==> config.mk <==
export PLATFORM = sky130hd
export DESIGN_NAME = bank_row_tracker
export DESIGN_NICKNAME = d
export VERILOG_FILES = /design/src/rtl/brt_pkg.sv /design/src/rtl/brt_cmd_decode.sv /design/src/rtl/brt_bank_fsm.sv /design/src/rtl/bank_row_tracker.sv
export SDC_FILE = /design/constraint.sdc
export NUM_CORES = 1
export LEC_CHECK = 0
export ABC_AREA = 1
export BUFFER_PORTS_ARGS = -buffer_cell sky130_fd_sc_hd__buf_2
export CAP_MARGIN = 20
export CORE_MARGIN = 4
export CORE_UTILIZATION = 46
export CTS_CLUSTER_SIZE = 8
export DETAILED_ROUTE_END_ITERATION = 16
export MAX_ROUTING_LAYER = met4
export PLACE_DENSITY = 0.73
export RECOVER_POWER = 25
export SYNTH_ARGS = -nofsm -noshare
export SYNTH_HDL_FRONTEND = slang
export SYNTH_SLANG_ARGS = --single-unit
==> constraint.sdc <==
create_clock -name clk -period 1.1 [get_ports clk]
set_input_delay 0.165 -clock clk [delete_from_list [all_inputs] [get_ports clk]]
set_output_delay 0.165 -clock clk [all_outputs]
set_load 0.05 [all_outputs]
==> src/rtl/brt_pkg.sv <==
package brt_pkg;
    typedef enum logic [2:0] {
        CMD_NOP,
        CMD_ACT,
        CMD_PRE,
        CMD_RD,
        CMD_WR,
        CMD_BST,
        CMD_OTHER
    } cmd_e;

    typedef enum logic [1:0] {
        BK_CLOSED,
        BK_RCD_WAIT,
        BK_ACTIVE,
        BK_BURST
    } bank_st_e;
endpackage

==> src/rtl/brt_cmd_decode.sv <==
module brt_cmd_decode
    import brt_pkg::*;
(
    input  logic cs_n,
    input  logic ras_n,
    input  logic cas_n,
    input  logic we_n,
    output cmd_e cmd
);
    always_comb begin
        if (cs_n) begin
            cmd = CMD_NOP;
        end else begin
            unique case ({ras_n, cas_n, we_n})
                3'b011:  cmd = CMD_ACT;
                3'b010:  cmd = CMD_PRE;
                3'b101:  cmd = CMD_RD;
                3'b100:  cmd = CMD_WR;
                3'b110:  cmd = CMD_BST;
                3'b111:  cmd = CMD_NOP;
                default: cmd = CMD_OTHER;
            endcase
        end
    end
endmodule

==> src/rtl/brt_bank_fsm.sv <==
module brt_bank_fsm
    import brt_pkg::*;
#(
    parameter int ROW_W = 11,
    parameter int T_RCD = 3
) (
    input  logic             clk,
    input  logic             rst_n,
    input  cmd_e             cmd,
    input  logic             sel,
    input  logic [ROW_W-1:0] row_in,
    output logic             open_o,
    output logic             burst_o,
    output logic [ROW_W-1:0] row_o,
    output logic             col_ok_o,
    output logic             err_o
);
    localparam int CW = (T_RCD > 1) ? $clog2(T_RCD) : 1;
    localparam logic [CW-1:0] CNT_LOAD = CW'(T_RCD - 1);

    bank_st_e         st_q, st_d;
    logic [CW-1:0]    cnt_q;
    logic [ROW_W-1:0] row_q;
    logic             is_col, ready, act_ok;

    assign is_col = sel && (cmd == CMD_RD || cmd == CMD_WR);
    assign ready  = (st_q == BK_ACTIVE) || (st_q == BK_BURST) ||
                    (st_q == BK_RCD_WAIT && cnt_q == '0);
    assign act_ok = sel && cmd == CMD_ACT && st_q == BK_CLOSED;

    always_comb begin
        st_d     = st_q;
        col_ok_o = 1'b0;
        err_o    = 1'b0;
        unique case (st_q)
            BK_CLOSED: begin
                if (act_ok) st_d = BK_RCD_WAIT;
                else if (is_col) err_o = 1'b1;
            end
            BK_RCD_WAIT, BK_ACTIVE, BK_BURST: begin
                if (sel && cmd == CMD_PRE) begin
                    st_d = BK_CLOSED;
                end else if (sel && cmd == CMD_ACT) begin
                    err_o = 1'b1;
                end else if (is_col) begin
                    if (ready) begin
                        col_ok_o = 1'b1;
                        st_d     = BK_BURST;
                    end else begin
                        err_o = 1'b1;
                    end
                end else if (st_q == BK_BURST && cmd == CMD_BST) begin
                    st_d = BK_ACTIVE;
                end else if (st_q == BK_RCD_WAIT && cnt_q == '0) begin
                    st_d = BK_ACTIVE;
                end
            end
            default: st_d = BK_CLOSED;
        endcase
    end

    always_ff @(posedge clk or negedge rst_n) begin
        if (!rst_n) st_q <= BK_CLOSED;
        else        st_q <= st_d;
    end

    always_ff @(posedge clk or negedge rst_n) begin
        if (!rst_n) begin
            cnt_q <= '0;
            row_q <= '0;
        end else begin
            if (act_ok) begin
                cnt_q <= CNT_LOAD;
                row_q <= row_in;
            end else if (st_q == BK_RCD_WAIT && cnt_q != '0) begin
                cnt_q <= cnt_q - 1'b1;
            end
        end
    end

    assign open_o  = (st_q != BK_CLOSED);
    assign burst_o = (st_q == BK_BURST);
    assign row_o   = row_q;

    AST_ACT_LOADS_ROW: assert property (@(posedge clk) disable iff (!rst_n)
        act_ok |=> (st_q == BK_RCD_WAIT && row_q == $past(row_in)));
    AST_PRE_CLOSES: assert property (@(posedge clk) disable iff (!rst_n)
        (sel && cmd == CMD_PRE) |=> (st_q == BK_CLOSED));
    AST_ROW_HELD: assert property (@(posedge clk) disable iff (!rst_n)
        (st_q != BK_CLOSED) |=> (st_q == BK_CLOSED || $stable(row_q)));
    AST_BST_ENDS: assert property (@(posedge clk) disable iff (!rst_n)
        (cmd == CMD_BST && !(is_col)) |=> (st_q != BK_BURST));
    AST_CNT_BOUND: assert property (@(posedge clk) disable iff (!rst_n)
        cnt_q <= CNT_LOAD);
endmodule

==> src/rtl/bank_row_tracker.sv <==
module bank_row_tracker
    import brt_pkg::*;
#(
    parameter int NUM_BANKS = 2,
    parameter int ROW_W     = 11,
    parameter int T_RCD     = 3,
    localparam int BA_W     = (NUM_BANKS > 1) ? $clog2(NUM_BANKS) : 1
) (
    input  logic                                clk,
    input  logic                                rst_n,
    input  logic                                cs_n,
    input  logic                                ras_n,
    input  logic                                cas_n,
    input  logic                                we_n,
    input  logic [BA_W-1:0]                     bank_addr,
    input  logic [ROW_W-1:0]                    row_addr,
    output logic [NUM_BANKS-1:0]                bank_open,
    output logic [NUM_BANKS-1:0]                bank_burst,
    output logic [NUM_BANKS-1:0][ROW_W-1:0]     open_row,
    output logic                                col_rd,
    output logic                                col_wr,
    output logic [BA_W-1:0]                     col_bank,
    output logic                                acc_err
);
    cmd_e                 cmd;
    logic [NUM_BANKS-1:0] col_ok, bank_err;

    brt_cmd_decode u_dec (
        .cs_n  (cs_n),
        .ras_n (ras_n),
        .cas_n (cas_n),
        .we_n  (we_n),
        .cmd   (cmd)
    );

    for (genvar g = 0; g < NUM_BANKS; g++) begin : g_bank
        brt_bank_fsm #(.ROW_W(ROW_W), .T_RCD(T_RCD)) u_bank (
            .clk      (clk),
            .rst_n    (rst_n),
            .cmd      (cmd),
            .sel      (bank_addr == BA_W'(g)),
            .row_in   (row_addr),
            .open_o   (bank_open[g]),
            .burst_o  (bank_burst[g]),
            .row_o    (open_row[g]),
            .col_ok_o (col_ok[g]),
            .err_o    (bank_err[g])
        );
    end

    always_ff @(posedge clk or negedge rst_n) begin
        if (!rst_n) begin
            col_rd   <= 1'b0;
            col_wr   <= 1'b0;
            col_bank <= '0;
            acc_err  <= 1'b0;
        end else begin
            col_rd  <= (|col_ok) && cmd == CMD_RD;
            col_wr  <= (|col_ok) && cmd == CMD_WR;
            acc_err <= |bank_err;
            if (|col_ok) col_bank <= bank_addr;
        end
    end

    AST_RW_EXCL: assert property (@(posedge clk) disable iff (!rst_n)
        !(col_rd && col_wr));
    AST_ERR_NO_COL: assert property (@(posedge clk) disable iff (!rst_n)
        acc_err |-> !(col_rd || col_wr));
    AST_DESEL_QUIET: assert property (@(posedge clk) disable iff (!rst_n)
        cs_n |=> !(col_rd || col_wr || acc_err));
    AST_ONE_BANK_ACT: assert property (@(posedge clk) disable iff (!rst_n)
        $onehot0(col_ok | bank_err));
endmodule

## After elaboration in Yosys (flattened, before gate mapping)

Index checks and enable logic that the tools add are counted.

| cells by class | value |
|---|---|
| equal/unequal tests | 25 |
| muxes and demuxes | 46 |
| add/subtract/negate cells | 2 |
| reductions and logical operators | 37 |
| bitwise operators | 1 |

Operator list:

| operator | number |
|---|---|
| 2-bit 2-to-1 mux | 18 |
| 1-bit 2-to-1 mux | 22 |
| 3-bit == test, second input constant | 6 |
| 3-bit one-hot mux with 6 select lines | 1 |
| 1-bit logical AND | 16 |
| 3-bit by 2-bit == test with 1-bit output, second input constant | 4 |
| 2-bit nonzero test | 6 |
| 5-bit by 1-bit != test with 1-bit output, second input constant | 2 |
| 2-bit == test, second input constant | 4 |
| 2-bit zero test | 4 |
| 4-bit != test, second input constant | 2 |
| 2-bit one-hot mux with 2 select lines | 2 |
| 4-bit AND reduction | 2 |
| 3-bit != test, second input constant | 2 |
| 3-bit OR reduction | 2 |
| 1-bit logical OR | 5 |
| 2-bit by 1-bit == test with 1-bit output, second input constant | 2 |
| 2-bit by 1-bit != test with 1-bit output, second input constant | 2 |
| 1-bit one-hot mux with 2 select lines | 2 |
| 2-bit OR reduction | 2 |
| 2-bit by 1-bit subtractor with 2-bit output, second input constant | 2 |
| 3-bit by 1-bit == test with 1-bit output, second input constant | 1 |
| 3-bit 2-to-1 mux | 1 |
| 1-bit inverter | 1 |

| storage, ports and cells | value |
|---|---|
| bits of input ports | 18 |
| logic and storage cells | 121 |
| output and inout bits | 30 |
| register bits | 34 |

## Longest topological paths before layout

Gate-level depths: netlist (run 1).

| logic depth | value |
|---|---|
| depth in word-level cells | 12 |
| depth in mapped cells | 9 |
| mapped depth without buffers | 9 |

## Hierarchy

Synthesis (run 1) repeated with hierarchy kept, for this count alone.

| second synthesis, totals | value |
|---|---|
| cells, all modules | 232 |
| area, all modules | 1826.8 um^2 |

Modules (own cells, without submodules):

| module | area each (um^2) | seq. area each (um^2) | times used | cells an instance |
|---|---|---|---|---|
| brt_bank_fsm | 807.0 | 375.4 | 2 | 101 |
| bank_row_tracker | 152.6 | 100.1 | 1 | 16 |
| brt_cmd_decode | 60.1 | 0.0 | 1 | 14 |

## Least setup slack after synthesis (run 1)

OpenSTA, ideal clock, no wires.

| path | value |
|---|---|
| path type | flip-flop to flip-flop |
| from | register g_bank[0].u_bank.st_q[0] |
| to | register g_bank[0].u_bank.row_q[10] |
| slack | -0.109 ns |
| cell stages (with the launch flop) | 8 |
| library setup time | 0.127 ns |
| data required time | 0.973 ns |
| buffers on the path | 1 |
| data arrival time | 1.082 ns |
| clock period less this slack | 1.209 ns |
| path through | dfrtp_1 -> inv_1 -> nand2_2 -> inv_1 -> nand3_2 -> buf_2 -> nand2_1 -> o21ai_0 |

| on the way | value |
|---|---|
| cells in the longest elaborated chain, start to end | 2 |

Ends and longest elaborated chain:

| what | line | RTL |
|---|---|---|
| start, declared | brt_bank_fsm.sv:21 | `bank_st_e st_q, st_d;` |
| start signal, assigned | brt_bank_fsm.sv:64 | `else st_q <= st_d;` |
| 2-bit zero test | brt_bank_fsm.sv:29 | `assign act_ok = sel && cmd == CMD_ACT && st_q == BK_CLOSED;` |
| 1-bit logical AND | brt_bank_fsm.sv:29 |  |
| end signal, assigned | brt_bank_fsm.sv:74 | `row_q <= row_in;` |
| end, declared | brt_bank_fsm.sv:23 | `logic [ROW_W-1:0] row_q;` |

Every way passes these cells.
A chain may end at the register's enable or synchronous reset.

## Worst setup path in the final report (run 1)

| path | value |
|---|---|
| from | register g_bank[1].u_bank.cnt_q[0] |
| to | register g_bank[1].u_bank.st_q[1] |

| on the way | value |
|---|---|
| cells in the longest elaborated chain, start to end | 5 |
| elaborated cells between the ends (all ways) | 6 |
| those cells by class | eq/ne (2); reduce/logical (4) |

Ends and longest elaborated chain:

| what | line | RTL |
|---|---|---|
| start, declared | brt_bank_fsm.sv:22 | `logic [CW-1:0] cnt_q;` |
| start signal, assigned | brt_bank_fsm.sv:76 | `cnt_q <= cnt_q - 1'b1;` |
| 2-bit zero test * | brt_bank_fsm.sv:28, brt_bank_fsm.sv:54 |  |
| 1-bit logical AND * | brt_bank_fsm.sv:28, brt_bank_fsm.sv:54 |  |
| 1-bit logical OR | brt_bank_fsm.sv:27 | `assign ready = (st_q == BK_ACTIVE) \|\| (st_q == BK_BURST) \|\|` |
| 4-bit != test (no line) | - |  |
| 4-bit AND reduction (no line) * | - |  |
| end signal, assigned | brt_bank_fsm.sv:64 |  |
| end, declared | brt_bank_fsm.sv:21 |  |

Mark *: on every way between the ends. The rest lies on a longest branch, timed or not.

==> results.yml, run 1 <==
outcome:
  outcome: "finished, violations left"
  violations: "setup timing"
setup_path:
  required_ns: 1.34
  crit_fanout: 3
  cp.arrival_ns: 1.64
  startpoint_type: "flop"
  crit_slowest_cell: "dfrtp_1"
  crit_path_end_kind: "flop"
  worstPathCellList: "inv_2, ha_4, inv_4, nor3_4, nor2_2, nand3_2, nand3_2, nand2_1, nand2_1"
  slowest_delay_ns: 0.44
  critical_path_class: "reg -> reg"
detailed_routing:
  vias_per_cell: 5.51
  drt_iter0_markers: 127
  vias: 1913
  avgRoutedWirePerCell_um: 18.6
  postRouteAntennaNets: 0
  drt_pass1_iterations: 4
  drc_errors: 0
  finalWirelength_mm: 6.47
yosys:
  netlist_area_um2: 1620
  yosysWarnings: 0
  ys_types: 22
  synth_nets: 214
  synth_cells: 194
  seq_area_frac_synth: 0.524
  synth-seq-cells: 34
  synth_area_per_cell_um2: 8.36
cells_and_area:
  final_cell_area_um2: 2990
  final_common_cell: "buf_4"
  layout-drive-gt1-share: 0.608
  seq_area_um2: 851
  area_delta_synth_final_pct: 84.4
  multi_input_area_um2: 891
  fin_nets: 320
  num_antenna_cells: 0
  layout_common_cells: "46 x buf_4, 34 x dfrtp_1, 33 x buf_6"
  fillerInstances: 154
power_and_ir_drop:
  power_frac_comb: 0.692
  power_frac_seq: 0.229
  switching_share: 0.490
  netSwitchingPower_w: 0.00486
  power_leakage_nw: 1.55
  p_int_w: 0.00505
  powerDensity_nw_per_um2: 3310
  power_frac_clock: 0.079
  ir_drop_uv: 2140
timing:
  min_period_ns: 1.40
  setup-violations-final: 51
  worst_pin_slew_ns: 0.855
  rsz0062_at_grt: "true"
  period_share: 1.27
  fmax_mhz: 714
  setup_ws_ns: -0.300
  finalHoldViolCount: 0
  drv_slew: 0
  slew_headroom: 0.430
  fin_skew_ns: 0.0243
  tns_ns: -8.13
clock_tree:
  insertion_delay_ns: 0.36
  clk_pin_slew_worst_paths_ns: 0.12
  clock-sinks: 34
  cts_buffer_depth: 2
  tritoncts: "built"
  cts-htree-levels: 2
  cts_made_buffers: 5
  clockRootBuffer: "clkbuf_4"
grt:
  antenna_found_initial: 0
  grt-ovfl-total: 0
  grt_pass1_vias: 1692
  grt_max_degree: 23
  grt.total_usage: 0.230
  grt_pass1_wl_mm: 7.45
die:
  dieHeight_um: 67.4
  ios: 48
  core-area_um2: 3360
  initial_core_util: 0.483
  die_area_um2: 4540
  num_rows: 21
  die-width_um: 67.4
hold_path:
  hp-class: "in -> reg"
placed_design:
  numPortBuffers: 47
  post_dp_cell_area_um2: 2180
  gp_congestion: 0.856
  dp_hpwl_mm: 2.78
job:
  drv_cap: 0
[flip-flops by register name, summed over array words and instances (netlist names)]
register / count
acc_err: 1
col_rd: 1
col_wr: 1
g_bank.u_bank.cnt_q: 4
g_bank.u_bank.st_q: 4
g_bank.u_bank.row_o: 22
col_bank: 1
[cells in the mapped netlist (all sizes together)]
cell / count / area [um^2]
dfrtp: 34 / 851
a21oi: 5 / 25.0
o2111ai: 1 / 8.76
xor2: 2 / 17.5
o21ai: 22 / 110
buf: 8 / 62.6
nor2: 6 / 22.5
nand3: 12 / 75.1
a31oi: 2 / 12.5
o211ai: 2 / 15.0
clkinv: 1 / 3.75
nand2: 52 / 203
inv: 34 / 128
ha: 2 / 25.0
nand4: 7 / 43.8
nor3: 4 / 20.0
[timing repair]
action | CTS | global route
cloned | 1 | 0
hold buffers | 1 | 0
endpoints found under the hold margin | 25 | 0
buffers inserted | 12 | 15
setup endpoints to repair | 56 | 62
resized for setup | 98 | 67
pin swaps | 10 | 14
[metal layers]
| metal | wire (um) | global-route usage | up-vias | share of wire |
|---|---|---|---|---|
| li1 | - | - | 831 | - |
| met3 | 339 | 0.0483 | 39 | 0.052 |
| met5 | 0 | - | - | 0 |
| met4 | 350 | 0.111 | 0 | 0.054 |
| met1 | 2390 | 0.268 | 940 | 0.37 |
| met2 | 3390 | 0.379 | 103 | 0.52 |
[per-stage QoR]
stage / utilization / total power, W / setup WS [ns] / hold slack, ns / cells
after global routing: 0.890 / 0.0103 / -0.377 / 0.0183 / 347
after floorplan: - / 0.00505 / -0.0717 / -0.131 / 194
after detailed placement: 0.648 / 0.00627 / -0.184 / 0.0784 / 310
final: 0.890 / 0.00991 / -0.300 / 0.0262 / 347
after CTS: 0.778 / 0.00822 / -0.234 / 0.0150 / 332
after global placement: 0.648 / 0.00619 / -0.138 / 0.0774 / 310
[critical path: cells and delay by family, from the launching register on]
family,cells,cell delay [ns]
flip-flops,1,0.44
buffers and inverters,2,0.14
adder cells (fa/ha/maj),1,0.16
AND/OR/NAND/NOR,6,0.54
[final cells by class]
type                       instances  area share
clock buffer                       6      0.0171
sequential                        34       0.284
inverter                          35      0.0481
tap                               46      0.0192
clock inverter                     2     0.00418
multi-input combinational        117       0.298
timing repair buffer             107       0.329
[kinds of logic after synthesis]
| family | Yosys count | synth area share |
|---|---|---|
| AND/OR/NAND/NOR | 81 | 0.224 |
| buffers and inverters | 43 | 0.120 |
| flip-flops | 34 | 0.524 |
| AO/OA/AOI/OAI | 32 | 0.106 |
| XOR/XNOR | 2 | 0.0108 |
| adder cells (fa/ha/maj) | 2 | 0.0154 |
[worst paths after layout]
kind	from	end	slack, ns	cells past startpoint
min in group asynchronous	rst_n	g_bank[0].u_bank.row_o[2]$_DFFE_PN0P_	0.41	2
min	we_n	col_wr$_DFF_PN0_	0.03	2
max reg2reg	g_bank[1].u_bank.cnt_q[0]$_DFFE_PN0P_	g_bank[1].u_bank.st_q[1]$_DFFE_PN0P_	-0.30	9
max	g_bank[1].u_bank.cnt_q[0]$_DFFE_PN0P_	g_bank[1].u_bank.st_q[1]$_DFFE_PN0P_	-0.30	9
min reg2reg	g_bank[0].u_bank.row_o[6]$_DFFE_PN0P_	g_bank[0].u_bank.row_o[6]$_DFFE_PN0P_	0.55	2
max in group asynchronous	rst_n	g_bank[1].u_bank.row_o[7]$_DFFE_PN0P_	0.06	3
[power groups by stage]
stage,clock network (W),logic (W),registers [W]
CTS,0.000744,0.00533,0.00214
finish,0.000784,0.00686,0.00227
global route,0.000836,0.00719,0.00231
detailed placement,0,0.00417,0.00210
floorplan,0,0.00157,0.00347
global placement,0,0.00411,0.00208
Note: power is estimated with default switching activity, not from simulation.
==> run 2: changes to the inputs <==
--- a/config.mk
+++ b/config.mk
@@ -7,14 +7,13 @@
 export LEC_CHECK = 0
 export ABC_AREA = 1
 export BUFFER_PORTS_ARGS = -buffer_cell sky130_fd_sc_hd__buf_2
-export CAP_MARGIN = 20
+export CAP_MARGIN = 15
 export CORE_MARGIN = 4
 export CORE_UTILIZATION = 46
 export CTS_CLUSTER_SIZE = 8
 export DETAILED_ROUTE_END_ITERATION = 16
 export MAX_ROUTING_LAYER = met4
 export PLACE_DENSITY = 0.73
-export RECOVER_POWER = 25
 export SYNTH_ARGS = -nofsm -noshare
 export SYNTH_HDL_FRONTEND = slang
 export SYNTH_SLANG_ARGS = --single-unit
==> results.yml, run 2 (synthesized netlist as in run 1, its figures left out) <==
detailed_routing:
  avgRoutedWirePerCell_um: 18.6
  finalWirelength_mm: 6.46
  postRouteAntennaNets: 0
  drt_iter0_markers: 127
  vias: 1911
  vias_per_cell: 5.51
  drc_errors: 0
  drt_pass1_iterations: 4
clock_tree:
  clockRootBuffer: "clkbuf_4"
  cts_made_buffers: 5
  insertion_delay_ns: 0.36
  clock-sinks: 34
  cts-htree-levels: 2
  cts_buffer_depth: 2
  clk_pin_slew_worst_paths_ns: 0.12
  tritoncts: "built"
timing:
  fmax_mhz: 714
  finalHoldViolCount: 0
  setup-violations-final: 51
  period_share: 1.27
  tns_ns: -8.12
  rsz0062_at_grt: "true"
  setup_ws_ns: -0.301
  worst_pin_slew_ns: 0.356
  drv_slew: 0
  slew_headroom: 0.763
  whs_ns: 0.0238
  fin_skew_ns: 0.0245
  min_period_ns: 1.40
cells_and_area:
  num_antenna_cells: 0
  fin_nets: 320
  layout_common_cells: "46 x buf_4, 34 x dfrtp_1, 33 x buf_6"
  seq_area_um2: 851
  largest_reg_flops: 22
  layout-drive-gt1-share: 0.611
  area_delta_synth_final_pct: 84.5
  fillerInstances: 153
  final_common_cell: "buf_4"
  multi_input_area_um2: 891
power_and_ir_drop:
  total_power_w: 0.00991
  power_leakage_nw: 1.55
  powerDensity_nw_per_um2: 3310
  ir_drop_uv: 2130
grt:
  grt_pass1_wl_mm: 7.45
  grt.total_usage: 0.230
  grt_max_degree: 23
  grt-ovfl-total: 0
  grt_pass1_vias: 1692
  antenna_found_initial: 0
die:
  ios: 48
  dieHeight_um: 67.4
  die_area_um2: 4540
  core-area_um2: 3360
  num_rows: 21
  initial_core_util: 0.483
  die-width_um: 67.4
setup_path:
  crit_fanout: 3
  crit_family: "simple AND/OR/NAND/NOR gates"
  crit_slowest_cell: "dfrtp_1"
  cp.arrival_ns: 1.64
  worstPathCellList: "inv_2, ha_4, inv_4, nor3_4, nor2_2, nand3_2, nand3_2, nand2_1, nand2_1"
  crit_buf_inv: 2
  critical_path_class: "reg -> reg"
  required_ns: 1.34
  startpoint_type: "flop"
  slowest_delay_ns: 0.44
  crit_path_end_kind: "flop"
placed_design:
  dp_hpwl_mm: 2.78
  numPortBuffers: 47
  gp_congestion: 0.856
outcome:
  outcome: "finished, violations left"
  violations: "setup timing"
hold_path:
  hp-class: "in -> reg"
job:
  drv_cap: 0
-- run 2: metal layers --
layer	share of wire	up-vias	global-route usage
met5	0	-	-
met4	0.050	0	0.111
met3	0.052	37	0.0483
met2	0.53	108	0.379
met1	0.37	935	0.268
li1	-	831	-
-- run 2: final cells by class --
class,instances,area share
Sequential cell,34,0.284
Clock buffer,6,0.0171
Inverter,35,0.0481
Clock inverter,2,0.00418
Tap cell,46,0.0192
Multi-Input combinational cell,117,0.298
Timing Repair Buffer,107,0.330
-- run 2: worst paths after layout --
kind / slack, ns / cells past startpoint / start / endpoint
max in group asynchronous: 0.42 / 3 / rst_n / g_bank[1].u_bank.row_o[7]$_DFFE_PN0P_
worst max register to register: -0.30 / 9 / g_bank[1].u_bank.cnt_q[0]$_DFFE_PN0P_ / g_bank[1].u_bank.st_q[1]$_DFFE_PN0P_
worst max-delay path: -0.30 / 9 / g_bank[1].u_bank.cnt_q[0]$_DFFE_PN0P_ / g_bank[1].u_bank.st_q[1]$_DFFE_PN0P_
min in group asynchronous: 0.22 / 2 / rst_n / g_bank[0].u_bank.row_o[2]$_DFFE_PN0P_
worst min-delay path: 0.02 / 2 / we_n / col_wr$_DFF_PN0_
worst min register to register: 0.55 / 2 / g_bank[0].u_bank.row_o[6]$_DFFE_PN0P_ / g_bank[0].u_bank.row_o[6]$_DFFE_PN0P_
-- run 2: timing repair --
item	CTS	global route
gates cloned	1	0
resized for setup	98	67
endpoints found under the setup margin	56	62
pin swaps	10	14
hold buffers	1	0
hold endpoints to repair	25	0
setup buffers	12	15
-- run 2: power by group --
part | switching [W] | total [W] | leakage (nW) | internal, W
sequential | 0.000489 | 0.00227 | 0.440 | 0.00178
clock | 0.000476 | 0.000784 | 0.0343 | 0.000307
combinational | 0.00389 | 0.00685 | 1.08 | 0.00296
-- run 2: through the flow --
stage	util	instances	worst slack, ns	cell area, um^2
detailed placement	0.648	310	-0.184	2180
CTS	0.778	332	-0.234	2620
finish	0.890	347	-0.301	2990
global placement	0.648	310	-0.138	2180
global route	0.890	347	-0.377	2990
floorplan	-	194	-0.0717	1680
